File: src/rtl/gpio_blink_pkg.sv
package gpio_blink_pkg;

  localparam int unsigned OFS_LEVEL = 32'h00;
  localparam int unsigned OFS_DIR   = 32'h04;
  localparam int unsigned OFS_BLINK = 32'h08;
  localparam int unsigned OFS_INV   = 32'h0C;
  localparam int unsigned OFS_SENSE = 32'h10;

  typedef enum logic [2:0] {
    SEL_NONE,
    SEL_LEVEL,
    SEL_DIR,
    SEL_BLINK,
    SEL_INV,
    SEL_SENSE
  } reg_sel_e;

  function automatic reg_sel_e decode_offset(input logic [31:0] ofs);
    reg_sel_e s;
    case (ofs)
      OFS_LEVEL: s = SEL_LEVEL;
      OFS_DIR:   s = SEL_DIR;
      OFS_BLINK: s = SEL_BLINK;
      OFS_INV:   s = SEL_INV;
      OFS_SENSE: s = SEL_SENSE;
      default:   s = SEL_NONE;
    endcase
    return s;
  endfunction

endpackage

File: src/rtl/gpio_in_sync.sv
module gpio_in_sync #(
  parameter int unsigned WIDTH  = 32,
  parameter int unsigned STAGES = 2
) (
  input  logic             clk,
  input  logic             rst_n,
  input  logic [WIDTH-1:0] d_async,
  output logic [WIDTH-1:0] q_sync
);

  logic [WIDTH-1:0] stage_q [STAGES];

  for (genvar s = 0; s < STAGES; s++) begin : g_stage
    always_ff @(posedge clk) begin
      if (!rst_n) begin
        stage_q[s] <= '0;
      end else if (s == 0) begin
        stage_q[s] <= d_async;
      end else begin
        stage_q[s] <= stage_q[(s == 0) ? 0 : s-1];
      end
    end
  end

  assign q_sync = stage_q[STAGES-1];

endmodule

File: src/rtl/gpio_blink_timer.sv
module gpio_blink_timer #(
  parameter int unsigned HALF_CYC = 20_000_000
) (
  input  logic clk,
  input  logic rst_n,
  output logic phase
);

  localparam int unsigned CW = (HALF_CYC > 1) ? $clog2(HALF_CYC) : 1;
  localparam logic [CW-1:0] LAST = CW'(HALF_CYC - 1);

  logic [CW-1:0] tick_q;

  always_ff @(posedge clk) begin
    if (!rst_n) begin
      tick_q <= '0;
      phase  <= 1'b0;
    end else if (tick_q == LAST) begin
      tick_q <= '0;
      phase  <= ~phase;
    end else begin
      tick_q <= tick_q + 1'b1;
    end
  end

endmodule

File: src/rtl/gpio_reg_bank.sv
module gpio_reg_bank
  import gpio_blink_pkg::*;
#(
  parameter int unsigned PINS   = 32,
  parameter int unsigned ADDR_W = 5
) (
  input  logic              clk,
  input  logic              rst_n,
  input  logic              bus_en,
  input  logic              bus_we,
  input  logic [ADDR_W-1:0] bus_addr,
  input  logic [PINS-1:0]   bus_wdata,
  output logic [PINS-1:0]   bus_rdata,
  input  logic [PINS-1:0]   sense_word,
  output logic [PINS-1:0]   level_q,
  output logic [PINS-1:0]   dir_q,
  output logic [PINS-1:0]   blink_q,
  output logic [PINS-1:0]   inv_q
);

  reg_sel_e sel;
  logic     wr;

  assign sel = decode_offset(32'(bus_addr));
  assign wr  = bus_en && bus_we;

  always_ff @(posedge clk) begin
    if (!rst_n) begin
      level_q <= '0;
      dir_q   <= '1;
      blink_q <= '0;
      inv_q   <= '0;
    end else if (wr) begin
      case (sel)
        SEL_LEVEL: level_q <= bus_wdata;
        SEL_DIR:   dir_q   <= bus_wdata;
        SEL_BLINK: blink_q <= bus_wdata;
        SEL_INV:   inv_q   <= bus_wdata;
        default:   ;
      endcase
    end
  end

  always_comb begin
    bus_rdata = '0;
    if (bus_en && !bus_we) begin
      case (sel)
        SEL_LEVEL: bus_rdata = level_q;
        SEL_DIR:   bus_rdata = dir_q;
        SEL_BLINK: bus_rdata = blink_q;
        SEL_INV:   bus_rdata = inv_q;
        SEL_SENSE: bus_rdata = sense_word;
        default:   bus_rdata = '0;
      endcase
    end
  end

endmodule

File: src/rtl/gpio_blink_port.sv
module gpio_blink_port #(
  parameter int unsigned PINS           = 32,
  parameter int unsigned ADDR_W         = 5,
  parameter int unsigned SYNC_STAGES    = 2,
  parameter int unsigned BLINK_HALF_CYC = 20_000_000
) (
  input  logic              clk,
  input  logic              rst_n,
  input  logic              bus_en,
  input  logic              bus_we,
  input  logic [ADDR_W-1:0] bus_addr,
  input  logic [PINS-1:0]   bus_wdata,
  output logic [PINS-1:0]   bus_rdata,
  input  logic [PINS-1:0]   pin_in,
  output logic [PINS-1:0]   pin_out,
  output logic [PINS-1:0]   pin_oe
);

  logic [PINS-1:0] level_q;
  logic [PINS-1:0] dir_q;
  logic [PINS-1:0] blink_q;
  logic [PINS-1:0] inv_q;
  logic [PINS-1:0] pin_sync;
  logic [PINS-1:0] sense_word;
  logic            blink_phase;

  gpio_in_sync #(.WIDTH(PINS), .STAGES(SYNC_STAGES)) u_sync (
    .clk     (clk),
    .rst_n   (rst_n),
    .d_async (pin_in),
    .q_sync  (pin_sync)
  );

  gpio_blink_timer #(.HALF_CYC(BLINK_HALF_CYC)) u_timer (
    .clk   (clk),
    .rst_n (rst_n),
    .phase (blink_phase)
  );

  assign sense_word = pin_sync ^ inv_q;

  gpio_reg_bank #(.PINS(PINS), .ADDR_W(ADDR_W)) u_regs (
    .clk        (clk),
    .rst_n      (rst_n),
    .bus_en     (bus_en),
    .bus_we     (bus_we),
    .bus_addr   (bus_addr),
    .bus_wdata  (bus_wdata),
    .bus_rdata  (bus_rdata),
    .sense_word (sense_word),
    .level_q    (level_q),
    .dir_q      (dir_q),
    .blink_q    (blink_q),
    .inv_q      (inv_q)
  );

  for (genvar i = 0; i < PINS; i++) begin : g_pin
    assign pin_out[i] = blink_q[i] ? blink_phase : level_q[i];
    assign pin_oe[i]  = ~dir_q[i];
  end

endmodule

File: config.mk
export PLATFORM = sky130hd
export DESIGN_NAME = gpio_blink_port
export DESIGN_NICKNAME = d
export VERILOG_FILES = /design/src/rtl/gpio_blink_pkg.sv /design/src/rtl/gpio_in_sync.sv /design/src/rtl/gpio_blink_timer.sv /design/src/rtl/gpio_reg_bank.sv /design/src/rtl/gpio_blink_port.sv
export SDC_FILE = /design/constraint.sdc
export NUM_CORES = 1
export LEC_CHECK = 0
export ABC_AREA = 0
export BUFFER_PORTS_ARGS = -buffer_cell sky130_fd_sc_hd__buf_2
export CAP_MARGIN = 40
export CORE_MARGIN = 1
export CORE_UTILIZATION = 31
export DETAILED_ROUTE_END_ITERATION = 10
export PLACE_DENSITY_LB_ADDON = 0.1
export RECOVER_POWER = 50
export REMOVE_ABC_BUFFERS = 1
export SLEW_MARGIN = 40
export SYNTH_ARGS = -nofsm -noshare
export SYNTH_HDL_FRONTEND = slang
export SYNTH_SLANG_ARGS = --single-unit
File: constraint.sdc
create_clock -name clk -period 4.3 [get_ports clk]
set_clock_uncertainty 0.15 [all_clocks]
set_input_delay 0.215 -clock clk [delete_from_list [all_inputs] [get_ports clk]]
set_output_delay 0.215 -clock clk [all_outputs]
set_load 0.01 [all_outputs]
==> results of run 1 <==
registers in the layout, indices dropped and copies added (netlist names):
signal / count
u_timer.tick_q: 25
u_regs.level_q: 32
u_regs.inv_q: 32
u_timer.phase: 1
u_regs.dir_q: 32
u_sync.stage_q: 64
u_regs.blink_q: 32
synth_stat cells, types with 3 or more instances:
master	n
nand2_1	263
dfxtp_1	218
a21oi_1	107
clkbuf_1	68
o21ai_0	66
and2_1	65
inv_1	65
nor2_1	48
o211ai_1	32
a22o_1	31
o32ai_1	31
a222oi_1	30
nand3b_1	30
buf_2	22
nand3_1	11
nand4_1	10
or3_1	8
or4_1	7
xor2_1	7
and4_1	6
xnor2_1	6
o31ai_1	5
nor4_1	4
buf_1	3
buf_6	3
mux2_2	3
nor2b_1	3
nor3_1	3
final timing paths:
check	cells past startpoint	from	to	slack, ns
hold reg to reg	1	u_sync.stage_q[0][7]$_SDFF_PN0_	u_sync.stage_q[1][7]$_SDFF_PN0_	0.28
setup reg to reg	5	u_timer.tick_q[2]$_SDFF_PP0_	u_timer.tick_q[8]$_SDFF_PP0_	2.17
setup / recovery	2	u_timer.phase$_SDFFE_PN0P_	pin_out[29]	1.35
hold / removal	3	rst_n	u_regs.blink_q[5]$_SDFFE_PN0P_	0.17
report_power, final:
group | switching (uW) | total (uW) | internal (uW)
combinational | 172 | 296 | 124
sequential | 18.5 | 2080 | 2060
clock | 876 | 2310 | 1430
metal layers:
metal	track usage, %	up-vias
met5	0	-
met4	5.10	0
met3	3.46	39
met2	33.7	296
met1	28.0	4255
li1	-	4451
cells in the final DEF, fill, tap and decap left out, types with 15 or more instances in the layout:
cell	instances
a21oi_1	107
clkbuf_16	27
and2_1	50
nand2_1	262
nor2_1	48
buf_4	19
a222oi_1	30
buf_2	120
inv_1	64
o211ai_1	32
and2_0	15
dlygate4sd3_1	64
o21ai_0	66
a22o_1	31
nand3b_1	30
dfxtp_1	218
clkbuf_1	51
o32ai_1	31
cell families (layout without fill, tap and decap cells):
family          Yosys count  after routing
flops                   218            218
fa+ha+maj                 1              1
buf+inv                 162            368
simple gates            468            468
xor+xnor                 13             13
mux                       4              4
compound gates          308            308
final cells by class:
cell class	count	area share [%]
repair buffers	255	13.3
inverters	66	2.08
flip-flops and latches	218	36.0
multi-input cells	794	37.0
clock inverters	7	0.702
well taps	390	4.03
clock buffers	40	6.80
critical path: stages, from the launching register on:
cell	delay, ns
dfxtp_1	1.49
mux2_2	0.41
buf_2	0.15
per-stage QoR:
stage / hold slack (ns) / total power [uW] / util [%]
2_1_floorplan: 0.154 / 2220 / -
3_3_place_gp: 0.264 / 2370 / 35.6
3_5_place_dp: 0.269 / 2370 / 35.7
4_1_cts: 0.154 / 4730 / 40.9
5_1_grt: 0.204 / 4840 / 40.7
6_report: 0.167 / 4680 / 40.7
repair_timing:
item | CTS | global route
hold buffers | 64 | 0
setup endpoints to repair | 0 | 0
endpoints found under the hold margin | 160 | 0
setup buffers | 0 | 0
==> impl_metrics.py, run 1 <==
metrics = {
    "status": {
        "outcome": "complete, but fails checks",
        "failed_checks": "capacitance limit, slew limit",
    },
    "route": {
        "met2WireLength_um": 14700,
        "avgRoutedWirePerCell_um": 18.3,
        "vias_per_cell": 5.11,
        "dr.pass1.iters": 8,
        "top_layer_used": "met4",
        "wl_met3_um": 2200,
        "wirelength_met1_um": 14800,
        "drt_iter0_markers": 905,
        "drc": 0,
        "routed_wl_um": 32300,
        "ant_nets": 0,
        "vias": 9041,
    },
    "hold_path": {
        "hold_class": "in -> reg",
    },
    "die": {
        "core.rowCount": 63,
        "initial_core_util_pct": 31.7,
        "io_pins": 169,
        "die-area_um2": 31200,
        "fp.dieW_um": 177,
        "die_h_um": 177,
        "fp.coreArea_um2": 29800,
    },
    "global_routing": {
        "overflow": 0,
        "grt_pass1_vias": 8748,
        "grtUsageTotal_pct": 20.6,
        "grt_max_degree": 98,
        "grt_pass1_wl_um": 50300,
        "antenna_found_initial": 0,
    },
    "logic_synthesis": {
        "synth-simple-area-share_pct": 23.5,
        "yosysUniqueCellTypes": 44,
        "yosysTopAreaCell": "dfxtp_1",
        "netlist_area_um2": 9460,
        "synth_seq_cells": 218,
        "ys.flop_type": "dfxtp_1",
        "synth-edff-count": 0,
        "synth_compound_area_share_pct": 21.6,
        "yosys-top-cells-area": "dfxtp_1 46%, nand2_1 10%, a21oi_1 5.7%, and2_1 4.3%, o21ai_0 3.5%",
        "ys_seq_area_share_pct": 46.1,
        "async_reset_ff_share_pct": 0,
        "syn_avg_cell_area_um2": 8.06,
        "synth_top_area_share_pct": 46.1,
        "synth_adder_area_share_pct": 0.132,
        "synth_xor_area_share_pct": 1.20,
        "ys.warnings.count": 0,
        "synth_mux_area_share_pct": 0.463,
        "synthCells": 1174,
        "synth_top_family_by_area": "simple AND/OR/NAND/NOR gates",
    },
    "place": {
        "gp_congestion": 0.747,
        "dpl-instance-area_um2": 10600,
        "pre_cts_slack_ns": 1.39,
        "dp_hpwl_um": 20300,
        "portBuffers": 168,
        "dp_cells": 1659,
    },
    "cts": {
        "clock_path_buffers": 3,
        "insertion_delay_ns": 0.53,
        "root_buffer": "clkbuf_16",
        "cts_tree": "built",
        "h-tree-depth": 1,
        "path_clk_slew_ns": 0.06,
        "cts_buffers": 27,
        "cts_resized": 0,
        "clkSinkCount": 218,
    },
    "layout": {
        "final_cell_area_um2": 12100,
        "n_fill_cell": 3121,
        "final_cells": 1770,
        "syn_to_final_growth_pct": 28.2,
        "final_nets": 1436,
        "antenna_cells": 0,
        "ff_latch_area_um2": 4360,
        "multiInputGateArea_um2": 4490,
        "drive_above_1_share_pct": 14.7,
    },
    "timing": {
        "rsz0062_at_grt": "false",
        "fmax_mhz": 339,
        "fin_crit_sh_pct": 68.6,
        "max_slew_margin_pct": -16.0,
        "worstMarginPinSlew_ns": 1.74,
        "final_hold_viol_count": 0,
        "drv_slew": 68,
        "setup_violations": 0,
        "fin_crit_ns": 2.95,
        "setup_tns_ns": 0,
        "setup_slack_ns": 1.35,
    },
    "pwr": {
        "leakage_uw": 0.00452,
        "irDropWorstVdd_mv": 0.286,
        "powerDensity_nw_per_um2": 386,
    },
    "job": {
        "cap_violations": 2,
    },
    "worst_setup_path": {
        "cp-start-kind": "flip-flop",
        "crit_type": "reg -> out",
        "cp_max_fo": 34,
        "critPathCaptureType": "output port",
        "cp_data_arrival_time_ns": 2.59,
        "cp.required_ns": 3.93,
    },
}
No activity file was read; power rests on OpenSTA's default activity.
==> run 2, diff against run 1 <==
clock period = 2.4 ns   (was 4.3 ns; I/O delays follow)
==> run 2 against run 1 <==
The run now ends clean. Sequential power up 78%. Critical path depth rose by 3. Clock power increased by 74%. First-iteration DRC count is 24% lower. Hold slack worse by 0.044 ns. Total power grew 77%. Utilization increased by 0.66 points. Final area increased by 1.6%. Global-route usage is 0.24 points higher. Sequential share of layout area is 0.53 points lower. Routed wire length up 2.3%. Flip-flop and latch count unchanged. Critical path type unchanged. Largest power group unchanged.
==> impl_metrics.py, run 2 (same netlist as run 1, synthesis figures left out) <==
metrics = {
    "pwr": {
        "switchingPower_uw": 1890,
        "p_int_uw": 6400,
        "power.share.clock_pct": 48.5,
        "pwr-share-comb_pct": 6.7,
        "swShare_pct": 22.8,
        "powerDensity_nw_per_um2": 673,
        "seqPwrFrac_pct": 44.8,
        "leakage_uw": 0.00467,
        "irDropWorstVdd_mv": 0.481,
    },
    "timing": {
        "fin_crit_ns": 2.29,
        "final_hold_viol_count": 0,
        "drv_slew": 0,
        "fmax_mhz": 437,
        "rsz0062_at_grt": "true",
        "max_slew_margin_pct": 23.6,
        "setup_violations": 0,
        "fin_crit_sh_pct": 95.4,
        "worstMarginPinSlew_ns": 1.15,
    },
    "place": {
        "dpl-instance-area_um2": 10800,
        "portBuffers": 168,
        "dp_hpwl_um": 20500,
        "gp_congestion": 0.774,
        "dp_cells": 1676,
    },
    "cts": {
        "root_buffer": "clkbuf_16",
        "cts_tree": "built",
        "cts_buffers": 26,
        "clock_path_buffers": 3,
        "clkSinkCount": 218,
        "path_clk_slew_ns": 0.06,
        "insertion_delay_ns": 0.52,
        "h-tree-depth": 1,
    },
    "global_routing": {
        "grt_max_degree": 62,
        "overflow": 0,
        "antenna_found_initial": 1,
        "grt_pass1_vias": 8757,
        "grt_pass1_wl_um": 50500,
        "grtUsageTotal_pct": 20.8,
    },
    "worst_setup_path": {
        "cp_data_arrival_time_ns": 2.02,
        "cpMaxStageDelayCell": "or4b_2",
        "critPathCaptureType": "output port",
        "cpPeakStageDelay_ns": 0.59,
        "cp_max_fo": 2,
        "cp.required_ns": 2.13,
        "cp-start-kind": "flip-flop",
        "critPathBufInv": 1,
        "path_cells": "or4b_2 > o21ai_0 > nand3_1 > a31oi_1 > buf_2",
        "cpLargestDelayFamily": "simple AND/OR/NAND/NOR gates",
        "crit_type": "reg -> out",
    },
    "die": {
        "io_pins": 169,
        "fp.coreArea_um2": 29800,
        "fp.dieW_um": 177,
        "core.rowCount": 63,
        "die-area_um2": 31200,
        "die_h_um": 177,
        "initial_core_util_pct": 31.7,
    },
    "layout": {
        "final_cell_mix": "262 x nand2_1, 216 x dfxtp_1, 135 x buf_2",
        "drive_above_1_share_pct": 17.1,
        "largest-register": "u_sync.stage_q",
        "final_common_cell": "nand2_1",
        "final_nets": 1454,
        "largest_reg_flops": 64,
        "syn_to_final_growth_pct": 30.3,
        "final_cell_area_um2": 12300,
        "final_cells": 1791,
    },
    "route": {
        "drc": 0,
        "drt_iter0_markers": 687,
        "routed_wl_um": 33100,
        "dr.pass1.iters": 5,
        "ant_nets": 0,
        "vias_per_cell": 5.15,
        "avgRoutedWirePerCell_um": 18.5,
        "vias": 9218,
    },
    "hold_path": {
        "hold_class": "in -> reg",
    },
    "status": {
        "outcome": "completed",
    },
    "job": {
        "cap_violations": 0,
    },
}
run 2: cell types whose count changed in the layout (fill, tap and decap cells not counted), moves of 4 or more:
cell	change
clkbuf_8	+4
clkbuf_1	-12
buf_2	+15
and2_0	+6
buf_4	+14
and2_1	-6
buf_12	+4
clkinv_2	-4
run 2: what timing repair did:
item | 4_1_cts | 5_1_grt
cloned | 0 | 0
endpoints found under the setup margin | 1 | 2
hold endpoints to repair | 160 | 0
resized for setup | 2 | 1
hold buffers | 65 | 0
pin swaps | 0 | 3
setup buffers | 0 | 1
run 2: per-layer routing:
layer / GRT usage, % / routed length [um]
met4: 5.06 / 651
met1: 28.2 / 15100
met3: 3.52 / 2260
met5: 0 / 0
met2: 34.2 / 15100
run 2: final timing paths:
path / start / end / slack (ns) / cells after the start
hold reg to reg: u_sync.stage_q[0][1]$_SDFF_PN0_ / u_sync.stage_q[1][1]$_SDFF_PN0_ / 0.28 / 1
setup reg to reg: u_timer.tick_q[2]$_SDFF_PP0_ / u_timer.tick_q[24]$_SDFF_PP0_ / 0.33 / 4
setup / recovery: u_sync.stage_q[1][29]$_SDFF_PN0_ / bus_rdata[29] / 0.11 / 5
hold / removal: bus_we / u_regs.blink_q[1]$_SDFFE_PN0P_ / 0.12 / 5
run 2: power by group through the flow:
stage / combinational [uW] / sequential (uW) / clock [uW]
finish: 557 / 3710 / 4020
global route: 603 / 3720 / 4260
CTS: 568 / 3710 / 4130
detailed placement: 481 / 3790 / 0
global placement: 478 / 3790 / 0
floorplan: 193 / 3780 / 0
run 2: worst min-delay path: cells and delay by family:
kind | cells | cell delay, ns
simple gates | 2 | 0.21
buf+inv | 2 | 0.38
compound gates | 1 | 0.05
run 2: stage by stage:
| stage | util (%) | hold WS, ns | power (uW) | setup WS (ns) | TNS, ns |
|---|---|---|---|---|---|
| finish | 41.3 | 0.123 | 8290 | 0.109 | 0 |
| global route | 41.3 | 0.142 | 8580 | -0.0140 | -0.0214 |
| CTS | 41.6 | 0.0815 | 8410 | 0.00734 | 0 |
| detailed placement | 36.4 | 0.181 | 4270 | 0.260 | 0 |
| global placement | 36.3 | 0.177 | 4270 | 0.287 | 0 |
| floorplan | - | 0.0589 | 3980 | -1.23 | -119.28 |
run 2: final cells by class:
type                       count  area (um2)
antenna                        1        2.50
fill                        3111       17500
tap                          390         488
timing repair buffer         274        1830
multi-input combinational    794        4490
clock buffer                  48         895
inverter                      66         249
sequential                   218        4370
==> run 3, diff against run 2 <==
MAX_ROUTING_LAYER = met4   (was unset)
==> run 3 against run 2 <==
Non-clock buffer count unchanged. Hold slack worse by 0.0078 ns. Worst setup slack worse by 0.027 ns. Highest routed layer unchanged.
==> impl_metrics.py, run 3 (same netlist as run 1, synthesis figures left out) <==
metrics = {
    "timing": {
        "fin_crit_sh_pct": 96.6,
        "worstMarginPinSlew_ns": 1.12,
        "max_slew_margin_pct": 25.3,
        "fmax_mhz": 431,
        "rsz0062_at_grt": "true",
        "drv_slew": 0,
        "fin_crit_ns": 2.32,
        "final_hold_viol_count": 0,
        "setup_violations": 0,
        "setup_tns_ns": 0,
    },
    "worst_setup_path": {
        "cp.required_ns": 2.13,
        "cp_max_fo": 2,
        "cpMaxStageDelayCell": "or4b_2",
        "crit_type": "reg -> out",
        "cp_data_arrival_time_ns": 2.05,
        "cpPeakStageDelay_ns": 0.59,
        "path_cells": "or4b_2 > o21ai_0 > nand3_1 > a31oi_1 > buf_2",
        "critPathCaptureType": "output port",
        "cp-start-kind": "flip-flop",
    },
    "global_routing": {
        "antenna_found_initial": 1,
        "overflow": 0,
        "grt_pass1_wl_um": 50500,
        "grt_max_degree": 62,
        "grtUsageTotal_pct": 21.4,
        "grt_pass1_vias": 8752,
    },
    "route": {
        "avgRoutedWirePerCell_um": 18.5,
        "top_layer_used": "met4",
        "dr.pass1.iters": 6,
        "drc": 0,
        "vias_per_cell": 5.14,
        "met2WireLength_um": 15200,
        "routed_wl_um": 33200,
        "ant_nets": 0,
        "wl_met3_um": 2100,
        "vias": 9198,
        "wirelength_met1_um": 15300,
        "drt_iter0_markers": 675,
    },
    "layout": {
        "ff_latch_area_um2": 4370,
        "largest-register": "u_sync.stage_q",
        "final_common_cell": "nand2_1",
        "n_fill_cell": 3111,
        "drive_above_1_share_pct": 17.1,
        "final_cell_mix": "262 x nand2_1, 216 x dfxtp_1, 135 x buf_2",
        "syn_to_final_growth_pct": 30.3,
        "largest_reg_flops": 64,
        "final_nets": 1454,
        "final_cells": 1791,
        "multiInputGateArea_um2": 4490,
    },
    "hold_path": {
        "hold_class": "in -> reg",
    },
    "job": {
        "cap_violations": 0,
    },
    "cts": {
        "clkSinkCount": 218,
        "h-tree-depth": 1,
        "path_clk_slew_ns": 0.06,
        "root_buffer": "clkbuf_16",
        "insertion_delay_ns": 0.52,
        "cts_buffers": 26,
        "clock_path_buffers": 3,
        "cts_tree": "built",
    },
    "die": {
        "die_h_um": 177,
        "io_pins": 169,
        "initial_core_util_pct": 31.7,
        "die-area_um2": 31200,
        "fp.dieW_um": 177,
        "core.rowCount": 63,
        "fp.coreArea_um2": 29800,
    },
    "pwr": {
        "leakage_uw": 0.00467,
        "powerDensity_nw_per_um2": 673,
        "irDropWorstVdd_mv": 0.481,
    },
    "place": {
        "dp_cells": 1676,
        "dp_hpwl_um": 20500,
        "gp_congestion": 0.784,
        "portBuffers": 168,
    },
    "status": {
        "outcome": "completed",
    },
}
## run 3: final cells by class
type	count	area share, %
Inverter	66	2.02
Antenna cell	1	0.0203
Sequential cell	218	35.5
Tap cell	390	3.96
Timing Repair Buffer	274	14.8
Clock buffer	48	7.26
Multi-Input combinational cell	794	36.5
## run 3: worst paths after layout
check | endpoint | start | slack (ns) | depth (start not counted)
worst max-delay path | bus_rdata[29] | u_sync.stage_q[1][29]$_SDFF_PN0_ | 0.08 | 5
worst min register to register | u_sync.stage_q[1][27]$_SDFF_PN0_ | u_sync.stage_q[0][27]$_SDFF_PN0_ | 0.28 | 1
worst min-delay path | u_regs.blink_q[1]$_SDFFE_PN0P_ | bus_en | 0.11 | 5
worst max register to register | u_timer.tick_q[24]$_SDFF_PP0_ | u_timer.tick_q[2]$_SDFF_PP0_ | 0.33 | 4
## run 3: what timing repair did
action / 4_1_cts / 5_1_grt
pin swaps: 0 / 3
hold buffers: 65 / 0
setup buffers: 0 / 1
resized for setup: 2 / 1
hold endpoints to repair: 160 / 0
endpoints found under the setup margin: 1 / 2
## run 3: layer usage
metal | vias up | GRT usage (%)
li1 | 4500 | -
met1 | 4370 | 28.5
met2 | 288 | 34.1
met3 | 40 | 3.31
met4 | 0 | 5.06
met5 | - | -
## run 3: power by group
part / switching, uW / total (uW) / internal (uW)
Clock: 1540 / 4020 / 2480
Combinational: 321 / 558 / 237
Sequential: 29.7 / 3710 / 3680
Total: 1890 / 8300 / 6400
## run 3: worst max-delay path, delay by kind of cell (launching register included)
kind	cells	cell delay, ns
AND/OR/NAND/NOR	2	0.69
AO/OA/AOI/OAI	2	0.34
flip-flops	1	0.32
buffers and inverters	1	0.18
## run 3: per-stage QoR
step	hold WS [ns]	util (%)	setup WS, ns	area [um2]	power, uW
final	0.115	41.3	0.0824	12300	8300
after global routing	0.141	41.3	-0.0156	12300	8580
after global placement	0.177	36.3	0.287	10800	4270
after floorplan	0.0589	-	-1.23	9050	3980
after CTS	0.0815	41.6	0.00734	12400	8410
after detailed placement	0.181	36.4	0.260	10800	4270
